File: src/rtl/divclk_pkg.sv
package divclk_pkg;

   // Control seen by the outputs of one source after synchronization.
   typedef struct packed {
      logic tick;
      logic run_en;
      logic clr_hold;
   } src_ctl_t;

   // Number of high ticks in one output period for divide code.
   function automatic int high_ticks(input int code);
      if (code == 0) return 1;
      return (code + 1) / 2;
   endfunction

endpackage

File: src/rtl/divclk_src_sync.sv
module divclk_src_sync
   import divclk_pkg::*;
#(
   parameter int STAGES = 2
) (
   input  logic     clk,
   input  logic     rst_n,
   input  logic     tick,
   input  logic     grp_en,
   input  logic     grp_clr,
   output src_ctl_t ctl
);

   if (STAGES < 2) begin : g_bad_stages
      $error("divclk_src_sync: STAGES must be at least 2");
   end

   logic [STAGES-1:0] clr_pipe;
   logic [STAGES-1:0] en_pipe;

   // Clear asserts at once, releases only through the tick pipeline.
   always_ff @(posedge clk or negedge rst_n) begin
      if (!rst_n) begin
         clr_pipe <= '1;
      end else if (grp_clr) begin
         clr_pipe <= '1;
      end else if (tick) begin
         clr_pipe <= {clr_pipe[STAGES-2:0], 1'b0};
      end
   end

   // Both enable edges travel through the tick pipeline.
   always_ff @(posedge clk or negedge rst_n) begin
      if (!rst_n) begin
         en_pipe <= '0;
      end else if (tick) begin
         en_pipe <= {en_pipe[STAGES-2:0], grp_en};
      end
   end

   always_comb begin
      ctl.tick     = tick;
      ctl.run_en   = en_pipe[STAGES-1];
      ctl.clr_hold = grp_clr | clr_pipe[STAGES-1];
   end

endmodule

File: src/rtl/divclk_src_mux.sv
module divclk_src_mux
   import divclk_pkg::*;
#(
   parameter int NUM_SRC = 4,
   parameter int SEL_W   = 2
) (
   input  src_ctl_t [NUM_SRC-1:0] ctl_all,
   input  logic     [SEL_W-1:0]   sel,
   output src_ctl_t               ctl
);

   localparam int SEL_SPAN = 1 << SEL_W;

   if (SEL_SPAN < NUM_SRC) begin : g_bad_sel
      $error("divclk_src_mux: SEL_W too narrow for NUM_SRC");
   end

   if (SEL_SPAN == NUM_SRC) begin : g_full
      // Every select code names a real source.
      assign ctl = ctl_all[sel];
   end else begin : g_clamp
      // Codes past the last source fall back to source 0.
      logic in_range;
      assign in_range = (sel < SEL_W'(NUM_SRC));
      assign ctl      = in_range ? ctl_all[sel] : ctl_all[0];
   end

endmodule

File: src/rtl/divclk_out_div.sv
module divclk_out_div
   import divclk_pkg::*;
#(
   parameter int DIV_W = 3
) (
   input  logic             clk,
   input  logic             rst_n,
   input  logic             tick,
   input  logic             run_en,
   input  logic             clr_act,
   input  logic [DIV_W-1:0] div,
   output logic             clk_o
);

   if (DIV_W < 1) begin : g_bad_div
      $error("divclk_out_div: DIV_W must be at least 1");
   end

   logic [DIV_W-1:0] phase;
   logic [DIV_W-1:0] phase_nxt;
   logic             level_nxt;

   always_comb begin
      phase_nxt = (phase >= div) ? '0 : phase + 1'b1;
      level_nxt = (int'(phase_nxt) < high_ticks(int'(div)));
   end

   // Clear parks the count at its last phase so the next tick starts high.
   always_ff @(posedge clk or negedge rst_n) begin
      if (!rst_n) begin
         phase <= '1;
         clk_o <= 1'b0;
      end else if (clr_act) begin
         phase <= div;
         clk_o <= 1'b0;
      end else if (tick && run_en) begin
         phase <= phase_nxt;
         clk_o <= level_nxt;
      end
   end

endmodule

File: src/rtl/divclk_bank.sv
module divclk_bank
   import divclk_pkg::*;
#(
   parameter int NUM_OUT     = 24,
   parameter int NUM_SRC     = 4,
   parameter int DIV_W       = 3,
   parameter int SYNC_STAGES = 2,
   localparam int SEL_W      = (NUM_SRC > 1) ? $clog2(NUM_SRC) : 1
) (
   input  logic                     clk,
   input  logic                     rst_n,
   input  logic [NUM_SRC-1:0]       src_tick,
   input  logic [NUM_SRC-1:0]       grp_en,
   input  logic [NUM_SRC-1:0]       grp_clr,
   input  logic [NUM_OUT*SEL_W-1:0] out_sel,
   input  logic [NUM_OUT*DIV_W-1:0] out_div,
   input  logic [NUM_OUT-1:0]       en_mask,
   input  logic [NUM_OUT-1:0]       clr_mask,
   output logic [NUM_OUT-1:0]       clk_out
);

   if (NUM_OUT < 1) begin : g_bad_out
      $error("divclk_bank: NUM_OUT must be at least 1");
   end
   if (NUM_SRC < 1) begin : g_bad_src
      $error("divclk_bank: NUM_SRC must be at least 1");
   end

   src_ctl_t [NUM_SRC-1:0] src_ctl;
   logic     [NUM_OUT-1:0] tick_sel;
   logic     [NUM_OUT-1:0] en_act;
   logic     [NUM_OUT-1:0] clr_act;

   // One synchronizer pair per source, shared by all its outputs.
   for (genvar s = 0; s < NUM_SRC; s++) begin : g_src
      divclk_src_sync #(
         .STAGES (SYNC_STAGES)
      ) i_sync (
         .clk     (clk),
         .rst_n   (rst_n),
         .tick    (src_tick[s]),
         .grp_en  (grp_en[s]),
         .grp_clr (grp_clr[s]),
         .ctl     (src_ctl[s])
      );
   end

   for (genvar i = 0; i < NUM_OUT; i++) begin : g_out
      src_ctl_t sel_ctl;

      divclk_src_mux #(
         .NUM_SRC (NUM_SRC),
         .SEL_W   (SEL_W)
      ) i_mux (
         .ctl_all (src_ctl),
         .sel     (out_sel[i*SEL_W +: SEL_W]),
         .ctl     (sel_ctl)
      );

      assign tick_sel[i] = sel_ctl.tick;
      assign en_act[i]   = sel_ctl.run_en | en_mask[i];
      assign clr_act[i]  = sel_ctl.clr_hold & ~clr_mask[i];

      divclk_out_div #(
         .DIV_W (DIV_W)
      ) i_div (
         .clk     (clk),
         .rst_n   (rst_n),
         .tick    (tick_sel[i]),
         .run_en  (en_act[i]),
         .clr_act (clr_act[i]),
         .div     (out_div[i*DIV_W +: DIV_W]),
         .clk_o   (clk_out[i])
      );
   end

endmodule

File: config.mk
export PLATFORM = sky130hd
export DESIGN_NAME = divclk_bank
export DESIGN_NICKNAME = d
export VERILOG_FILES = /design/src/rtl/divclk_pkg.sv /design/src/rtl/divclk_src_sync.sv /design/src/rtl/divclk_src_mux.sv /design/src/rtl/divclk_out_div.sv /design/src/rtl/divclk_bank.sv
export SDC_FILE = /design/constraint.sdc
export NUM_CORES = 1
export LEC_CHECK = 0
export ABC_AREA = 1
export BUFFER_PORTS_ARGS = -buffer_cell sky130_fd_sc_hd__buf_2
export CORE_MARGIN = 4
export CORE_UTILIZATION = 40
export CTS_CLUSTER_DIAMETER = 80
export DETAILED_ROUTE_END_ITERATION = 8
export PLACE_DENSITY = 0.7
export SYNTH_ARGS = -nofsm -noshare
export SYNTH_HDL_FRONTEND = slang
export SYNTH_SLANG_ARGS = --single-unit
File: constraint.sdc
create_clock -name clk -period 4 [get_ports clk]
set_input_delay 0.4 -clock clk [delete_from_list [all_inputs] [get_ports clk]]
set_output_delay 0.4 -clock clk [all_outputs]
set_load 0.02 [all_outputs]
==> summary.md <==
| Metric | Value |
|---|---|
| WP data required | `4.31 ns` |
| Worst Tran Pin Value | `1.056 ns` |
| DRT antenna net count | `0` |
| GP Congestion | `0.8721` |
| Layout Nets | `2,783` |
| Worst Clk Skew | `0.008162 ns` |
| Core area | `0.03557 sq mm` |
| CTS max path bufs | `2` |
| WL per Instance | `14.11 microns` |
| Setup-failing EPs final | `0` |
| Layout cells sized above 1 | `18.23%` |
| Net Sw Frac | `45.64%` |
| First-pass GRT wire length | `66,160 microns` |
| Commonest non-fill, non-tap cell in the layout | `nand2_1` |
| CP endpoint kind | `register` |
| Logic pwr share | `55.2%` |
| Cell Area, Synth | `0.01439 sq mm` |
| Fin crit share | `52.61%` |
| Site row count | `69` |
| Seq/Total Area, Yosys | `20.17%` |
| Synthesized Nets | `2,615` |
| Hold WC Path Type | `in2async` |
| Post-synth top area share | `20.21%` |
| Commonest cells after routing, fill and taps aside | `nand2_1 (775), inv_1 (391), nand3_1 (259)` |
| Initial Util | `40.46%` |
| Max Clk Rate | `475.2 MHz` |
| Yosys Warn Count | `0` |
| Int Power | `3.759 mW` |
| CP startpoint | `g_out[18].i_div.phase[0]` |
| Worst setup SP type | `register` |
| Layout area overhead | `11.26%` |
| Die X | `197.7 microns` |
| Total Power | `6.915 mW` |
| Tmin final | `2.105 ns` |
| Largest net degree at the start of global routing | `63` |
| Clock share of power | `15.1%` |
| RR Startpoint | `g_out[18].i_div.phase[0]` |
| Gate Count Post-Synth | `2,241` |
| Vias | `14,608` |
| Remaining Overflow, GRT | `0` |
| HPWL after DPL | `31,270 microns` |
| Overall Global Routing Usage | `20.27%` |
| Antenna violations before repair | `5` |
| Crit path max fanout | `3` |
| # resized after CTS | `0` |
| Distinct cell type count after synthesis | `29` |
| CTS Buf Count | `9` |
| Power per Cell Area | `431.8 mW/mm^2` |
| First-pass DRT Iterations | `5` |
| P_sw | `3.156 mW` |
| Slew margin rel. | `29.42%` |
| Max Cap Viol | `0` |
| Number of global-route vias before repair | `14,190` |
| Pins over their slew limit | `0` |
| Hold buffer count at cts | `0` |
| Vias per cell | `5.078` |
| Clock transition at path regs | `0.08 ns` |
| WS Path Type | `reg2reg` |
| Overall routed net length | `40,600 microns` |
| Reg2reg end | `g_out[18].i_div.clk_o` |
| Die height | `197.7 microns` |
| IO Port Bufs | `205` |
| Setup_tns | `0 ns` |
| Largest cells by area after synthesis | `nand2_1 (20%), ha_1 (17%), dfstp_2 (15%)` |
| Peak supply drop | `0.0002578 V` |
| Die footprint | `0.03908 sq mm` |
| Status | `completed` |
| CP arrival | `2.42 ns` |
| Io pins | `206` |
| H-tree depth | `3` |
| Pleak | `10.16 nW` |
| CTS tree | `done` |
| Initial DRC count | `826` |
| Post CTS Setup Buffer Count | `0` |
| Clock Sinks | `112` |
| Synth Register Bits | `112` |
| DRC viols | `0` |
| Final hold viol count | `0` |
| Clk root buf | `clkbuf_16` |
| Worst skew pair latency | `0.37 ns` |
| Seq pwr share | `29.7%` |
| Synthesized area per cell | `6.422 sq um` |
| Largest area contributor in the netlist | `nand2_1` |
| FF-to-FF setup slack | `1.90 ns` |
| R2R cell count | `9` |
| RSZ-0062 raised after global routing | `no` |
layout make-up:
class	instances	area (sq um)
antenna	2	5.005
clock buffer	10	239.0
clock inverter	6	91.34
fill	3622	19560
inverter	419	1585
multi-input combinational	1659	9549
sequential	112	2903
tap	461	576.8
timing repair buffer	208	1064
metal layers:
metal  GRT usage [%]  part of all wire (%)  up-vias
li1                -                     -     7480
met1           25.75                    44     6666
met2           35.46                    47      382
met3           3.667                   6.5       70
met4           5.330                   2.0       10
met5               0                  0.15        -
registers in the layout, summed over array words and instances, names as in the netlist:
register / count
g_out.i_div.clk_o: 24
g_out.i_div.phase: 72
g_src.i_sync.clr_pipe: 8
g_src.i_sync.en_pipe: 8
synthesized netlist by cell type:
cell      count
a21o_1       25
buf_4        27
nor2_1       31
xor2_1       22
xnor2_1       2
and2_1        2
nand3_2      24
dfstp_2      80
clkbuf_1      2
o21ai_0      99
ha_1        192
dfrtp_1      32
a21oi_1      51
nand2_1     775
inv_2        23
buf_2        17
buf_6         4
mux2_2        2
nand3b_1      2
inv_4         5
nor2_4        2
inv_1       391
buf_8         1
o21bai_1      1
nand2_4      18
nand3_4      18
nand4_1      90
nand2_2      44
nand3_1     259
power groups by stage:
stage | Sequential (mW) | Combinational (mW) | Clock, mW
finish | 2.05 | 3.82 | 1.05
global route | 2.11 | 4.49 | 1.11
CTS | 2.05 | 3.83 | 1.07
detailed placement | 2.07 | 3.81 | 0
global placement | 2.05 | 3.64 | 0
floorplan | 1.95 | 3.00 | 0
cells by family (layout without fill, tap and decap cells):
group / Yosys count / in the layout / synth area share [%]
AND/OR/NAND/NOR: 1265 / 1265 / 41.47
buffers and inverters: 470 / 643 / 13.48
adder cells (fa/ha/maj): 192 / 192 / 16.69
AO/OA/AOI/OAI: 176 / 176 / 6.572
flip-flops: 112 / 112 / 20.17
XOR/XNOR: 24 / 24 / 1.460
multiplexers: 2 / 2 / 0.1565
other: 0 / 2 / 0
critical path, stage by stage (launching register included):
cell	delay, ns
dfstp_2	0.56
inv_1	0.06
ha_1	0.26
o21ai_0	0.33
nand3_1	0.16
inv_1	0.08
ha_1	0.24
a21oi_1	0.16
nand4_1	0.11
nand2_1	0.07
stage by stage:
stage,hold WS [ns],cells,util (%),setup WS [ns],area [sq um]
5_1_grt,0.1168,2875,45.00,1.692,16010
3_3_place_gp,0.4520,2859,44.08,1.922,15680
4_1_cts,0.08075,2875,45.00,1.908,16010
6_report,0.07155,2877,45.02,1.895,16010
2_1_floorplan,0.1044,2241,-,2.169,14390
3_5_place_dp,0.4575,2859,44.08,1.878,15680
worst max path at each step:
| stage | depth (start not counted) | to |
|---|---|---|
| after floorplan | 9 | g_out[23].i_div.clk_o |
| after global placement | 10 | g_out[16].i_div.phase[0] |
| after detailed placement | 10 | g_out[6].i_div.phase[2] |
| after CTS | 9 | g_out[16].i_div.clk_o |
| after global routing | 11 | g_out[23].i_div.clk_o |
| final | 9 | g_out[18].i_div.clk_o |
Power figures use the tool's default switching activity.
